`config.mk`:
```
export PLATFORM = sky130hd
export DESIGN_NAME = toggle_err_unit
export DESIGN_NICKNAME = d
export VERILOG_FILES = /design/src/rtl/toggle_err_pkg.sv /design/src/rtl/toggle_err_datapath.sv /design/src/rtl/toggle_err_control.sv /design/src/rtl/toggle_err_unit.sv
export SDC_FILE = /design/constraint.sdc
export NUM_CORES = 1
export LEC_CHECK = 0
export BUFFER_PORTS_ARGS = -buffer_cell sky130_fd_sc_hd__buf_2
export CORE_MARGIN = 10
export CORE_UTILIZATION = 49
export DETAILED_ROUTE_END_ITERATION = 16
export GPL_TIMING_DRIVEN = 0
export PLACE_DENSITY = 0.88
export SLEW_MARGIN = 20
export SYNTH_ARGS = -nofsm -noshare
export SYNTH_HDL_FRONTEND = slang
export SYNTH_SLANG_ARGS = --single-unit
```
`constraint.sdc`:
```
create_clock -name clk -period 1.9 [get_ports clk]
set_input_delay 0.095 -clock clk [delete_from_list [all_inputs] [get_ports clk]]
set_output_delay 0.095 -clock clk [all_outputs]
set_load 0.02 [all_outputs]
```
`src/rtl/toggle_err_pkg.sv`:
```
package toggle_err_pkg;
  typedef struct packed {
    logic ackLoad;
    logic errApply;
  } errStrobes_t;
endpackage

```
`src/rtl/toggle_err_datapath.sv`:
```
module toggle_err_datapath
  import toggle_err_pkg::*;
#(
  parameter int ERR_W = 32
) (
  input  logic             clk,
  input  logic             rstN,
  input  errStrobes_t      strb,
  input  logic [ERR_W-1:0] errReqMask,
  input  logic [ERR_W-1:0] ackWrData,
  output logic [ERR_W-1:0] errFlags,
  output logic [ERR_W-1:0] ackFlags,
  output logic             newAny,
  output logic             misuseAny
);
  logic [ERR_W-1:0] errQ, ackQ, ackNext, pendNext, toggleBits;

  always_comb begin
    ackNext    = strb.ackLoad ? ackWrData : ackQ;
    pendNext   = errQ ^ ackNext;
    toggleBits = errReqMask & ~pendNext;
    newAny     = |toggleBits;
    misuseAny  = |((ackQ ^ ackWrData) & ~(errQ ^ ackQ));
  end

  always_ff @(posedge clk or negedge rstN) begin
    if (!rstN) begin
      errQ <= '0;
      ackQ <= '0;
    end else begin
      ackQ <= ackNext;
      if (strb.errApply) errQ <= errQ ^ toggleBits;
    end
  end

  assign errFlags = errQ;
  assign ackFlags = ackQ;
endmodule

```
`src/rtl/toggle_err_control.sv`:
```
module toggle_err_control
  import toggle_err_pkg::*;
(
  input  logic        clk,
  input  logic        rstN,
  input  logic        errReqValid,
  input  logic        ackWrEn,
  input  logic        newAny,
  input  logic        misuseAny,
  input  logic        gerrIrqEn,
  input  logic        evtIrqEn,
  input  logic        evtReq,
  input  logic        syncReq,
  input  logic        pageReq,
  output errStrobes_t strb,
  output logic        gerrPulse,
  output logic        evtPulse,
  output logic        syncPulse,
  output logic        pagePulse,
  output logic        ackMisuse
);
  logic pageIgnored;

  always_comb begin
    strb.ackLoad  = ackWrEn;
    strb.errApply = errReqValid;
    pageIgnored   = pageReq & 1'b0;
  end

  always_ff @(posedge clk or negedge rstN) begin
    if (!rstN) begin
      gerrPulse <= 1'b0;
      evtPulse  <= 1'b0;
      syncPulse <= 1'b0;
      pagePulse <= 1'b0;
      ackMisuse <= 1'b0;
    end else begin
      gerrPulse <= errReqValid & newAny & gerrIrqEn;
      evtPulse  <= evtReq & evtIrqEn;
      syncPulse <= syncReq;
      pagePulse <= pageIgnored;
      ackMisuse <= ackWrEn & misuseAny;
    end
  end
endmodule

```
`src/rtl/toggle_err_unit.sv`:
```
module toggle_err_unit
  import toggle_err_pkg::*;
#(
  parameter int ERR_W = 32
) (
  input  logic             clk,
  input  logic             rstN,
  input  logic             errReqValid,
  input  logic [ERR_W-1:0] errReqMask,
  input  logic             ackWrEn,
  input  logic [ERR_W-1:0] ackWrData,
  input  logic             gerrIrqEn,
  input  logic             evtIrqEn,
  input  logic             evtReq,
  input  logic             syncReq,
  input  logic             pageReq,
  output logic [ERR_W-1:0] errFlags,
  output logic [ERR_W-1:0] ackFlags,
  output logic [ERR_W-1:0] pendingFlags,
  output logic             gerrPulse,
  output logic             evtPulse,
  output logic             syncPulse,
  output logic             pagePulse,
  output logic             ackMisuse
);
  errStrobes_t strb;
  logic newAny, misuseAny;

  toggle_err_control u_ctrl (
    .clk(clk), .rstN(rstN), .errReqValid(errReqValid), .ackWrEn(ackWrEn),
    .newAny(newAny), .misuseAny(misuseAny), .gerrIrqEn(gerrIrqEn),
    .evtIrqEn(evtIrqEn), .evtReq(evtReq), .syncReq(syncReq), .pageReq(pageReq),
    .strb(strb), .gerrPulse(gerrPulse), .evtPulse(evtPulse),
    .syncPulse(syncPulse), .pagePulse(pagePulse), .ackMisuse(ackMisuse)
  );

  toggle_err_datapath #(.ERR_W(ERR_W)) u_dp (
    .clk(clk), .rstN(rstN), .strb(strb), .errReqMask(errReqMask),
    .ackWrData(ackWrData), .errFlags(errFlags), .ackFlags(ackFlags),
    .newAny(newAny), .misuseAny(misuseAny)
  );

  assign pendingFlags = errFlags ^ ackFlags;
endmodule

```
==> summary.txt <==
Finish
  • Multi-input gate area: ~2300 um2
  • Share of cells above drive strength 1: 0.3323
  • Ant. Diodes: 0
  • Total Nets Final: approximately 700
  • Footprint of the flip-flops and latches: 1708 um2
  • Number of fillers in the final layout: 707
  • Highest-count cells in the layout ignoring fill and taps: buf_2 (168), nand2_1 (80), dfrtp_1 (63)
  • Synth-to-layout area growth: 32.46%
  • Fin area: 5479 um2
  • Most common library cell in the layout ignoring fill and taps: buf_2

Timing
  • Portion of the clock cycle consumed by the worst path in the final layout: 0.9766
  • Transition time at the pin with the least slew margin: 0.7069 ns
  • Total count of max-transition violations in the final report: 0
  • Max Clock Freq: roughly 0.54 GHz
  • Unrepaired setup endpoints after global routing: yes
  • Final Hold Fails: 0
  • Number of setup violations in the final report: 0
  • Skew final: 0.01163 ns
  • Crit path time final: 1.856 ns
  • Relative slew margins: 0.5287

Synthesis
  • Area of the mapped netlist: 4136 um2
  • Count of mapped cells out of synthesis: 446
  • Largest cells by area after synthesis: dfrtp_1 (41%), xor2_1 (11%), mux2i_1 (9.7%)
  • Part of the Yosys area used for sequential elements: 0.4114
  • Cell accounting for the most synthesized area: dfrtp_1
  • Count of yosys warnings during synthesis: 0
  • Synth unique cells: 27
  • Nets in the synthesized netlist: approximately 520
  • Most used DFF post-synth: dfrtp_1
  • Register bit count reported by yosys: 68
  • Ys async rst share: 1.000
  • Synth Area per Inst: 9.275 um2
  • Share of Yosys cell area claimed by the top area cell type: 0.4114
  • Number of flops mapped to enable cells by yosys: 0

Global route
  • Global-route wire length before repair: 19980 um
  • Number of global-route vias before repair: just over 4000
  • Antenna violations before repair: 0
  • Leftover overflow at the end of global routing: 0
  • Fraction of met1 tracks used by global routing: 0.2134
  • Met3 usage in global routing: 0.06388
  • Routing layer with the top usage in global route: met2
  • Met2 track utilization from global routing: 0.3508
  • Largest net degree at the start of global routing: 37
  • Gr usage total: 0.1950

Setup path
  • Critical path data arrival time: approximately 2.1 ns
  • Crit end category: flip-flop
  • Top fanout value on the critical path: 5
  • Worst EP required: 2.11 ns
  • Setup CP Type: reg -> reg
  • Element type at the critical path start: flip-flop

Power and ir drop
  • Worst vdd ir: 0.0005784 V
  • Static Leak: around 2.9 nW
  • Sum of internal, switching and leakage power: 5.052 mW
  • Power per cell area: 922.1 nW/um2

Clock network
  • Buffer levels on the longest clock path: 2
  • TritonCTS clock tree: yes
  • Clock Pin Slew Worst Setup and Hold Paths: around 0.080 ns
  • Latest clock arrival within the worst-skew pair: 0.34 ns
  • Cell at the root of the clock tree: clkbuf_8
  • CTS H-tree depth: 3
  • Clk sink count: 68
  • Num CTS Buffers: 9

Routing
  • Pre-Repair DR Iteration Count: 5
  • Routed wire length per instance: ~17 um
  • First-iteration detailed-routing DRC count: 149
  • Average via count per standard cell: between 5 and 6
  • Detailed-route DRC error count: 0
  • Vias post-DR: 3897
  • Count of antenna-violating nets left after detailed routing: 0
  • DRT Wirelength: 12780 um

Die
  • Core Area: 8217 um2
  • Initial standard-cell utilization of the core: 0.5034
  • Site Rows: 33
  • Overall die area: around 13000 um2
  • Top-Level Pins: 174
  • Die span in y: between 100 and 150 um
  • Chip Width: 111.9 um

Flow run
  • Max capacitance violation total: 0

Worst hold path
  • Path category of the worst min-delay check: in -> reg

Placement
  • Final weighted congestion of routability-driven global placement: 0.8230
  • IO buf count: 169
  • Post-DP Area: ~5100 um2
  • DPL Wire Length: 10190 um

Run status
  • Outcome: complete, no violations
report_power, final:
part / internal (mW) / leakage [nW] / switching [mW] / total [mW]
combinational: 0.718 / 1.95 / 1.12 / 1.84
sequential: 1.62 / 0.812 / 0.281 / 1.91
clock: 0.769 / 0.113 / 0.541 / 1.31
total: 3.11 / 2.87 / 1.94 / 5.05
flip-flops by register name, summed over array words and instances, names as in the netlist:
| signal | flops |
|---|---|
| u_dp.ackFlags | 32 |
| u_ctrl.evtPulse | 1 |
| u_ctrl.ackMisuse | 1 |
| u_ctrl.gerrPulse | 1 |
| u_ctrl.syncPulse | 1 |
| u_dp.errFlags | 32 |
path summary, 6_finish.rpt:
kind / start / end / slack (ns) / cells past startpoint
worst max-delay path: u_dp.ackFlags[23] / u_ctrl.gerrPulse / 0.04 / 5
worst min-delay path: errReqMask[7] / u_dp.errFlags[7] / 0.02 / 3
worst max register to register: u_dp.ackFlags[23] / u_ctrl.gerrPulse / 0.04 / 5
worst min register to register: u_dp.errFlags[14] / u_dp.errFlags[14] / 0.56 / 2
max in group asynchronous: rstN / u_dp.errFlags[17] / 1.08 / 3
min in group asynchronous: rstN / u_dp.errFlags[24] / 0.25 / 2
final cells by class:
class                           count  area share
Multi-Input combinational cell    337      0.4193
Sequential cell                    68      0.3117
Timing Repair Buffer              179      0.1726
Clock buffer                       11     0.02581
Tap cell                          105     0.02398
Inverter                           32     0.02192
Clock inverter                      5     0.01370
Buffer                              9     0.01096
cells in the mapped netlist, types with 7 or more instances:
library cell  instances
nor3b_1              14
nand3b_1             14
o21ai_0               9
and3b_1              10
nand4_1               7
nand2b_1             30
dfrtp_1              68
o21ai_1              37
xor2_1               52
nor3_1               10
nand2_1              80
a22oi_1               8
inv_1                32
mux2i_1              40
worst max-delay path, cell delays in order (launching register included):
cell       delay, ns
dfrtp_2         0.45
mux2i_2         0.21
xor2_1          0.13
a2111oi_2       0.41
nand4_1         0.21
o311a_1         0.33
cell families after synthesis:
| group | after synthesis | synth area share |
|---|---|---|
| muxes | 44 | 0.1101 |
| DFF | 68 | 0.4114 |
| xor gates and xnor gates | 52 | 0.1101 |
| other | 1 | 0.0009066 |
| AOI/OAI and AO/OA | 68 | 0.1007 |
| buffers and inverters | 41 | 0.04356 |
| and+or+nand+nor | 172 | 0.2232 |
repair_timing:
item | in CTS | in global routing
cloned | 0 | 0
gates resized for setup | 3 | 11
buffers inserted | 1 | 4
setup endpoints to repair | 2 | 2
pin swaps | 4 | 4
endpoints found under the hold margin | 34 | 0
hold buffers | 4 | 0
layer usage:
metal	vias to the layer above	wire, um
li1	1900	-
met1	1854	5157
met2	128	6511
met3	15	961
met4	0	146
met5	-	0
per-stage QoR:
stage | cells | hold slack (ns) | setup TNS, ns | setup WS [ns] | utilization
CTS | 742 | 0.005474 | 0 | 0.002966 | 0.6583
floorplan | 446 | -0.2006 | 0 | 0.2293 | -
finish | 746 | 0.01502 | 0 | 0.04437 | 0.6668
global placement | 720 | 0.2053 | -0.2539 | -0.1942 | 0.6224
global route | 746 | 0.009534 | -0.03518 | -0.03518 | 0.6668
detailed placement | 721 | 0.08578 | -0.2660 | -0.2329 | 0.6251
Power figures use the tool's default switching activity.
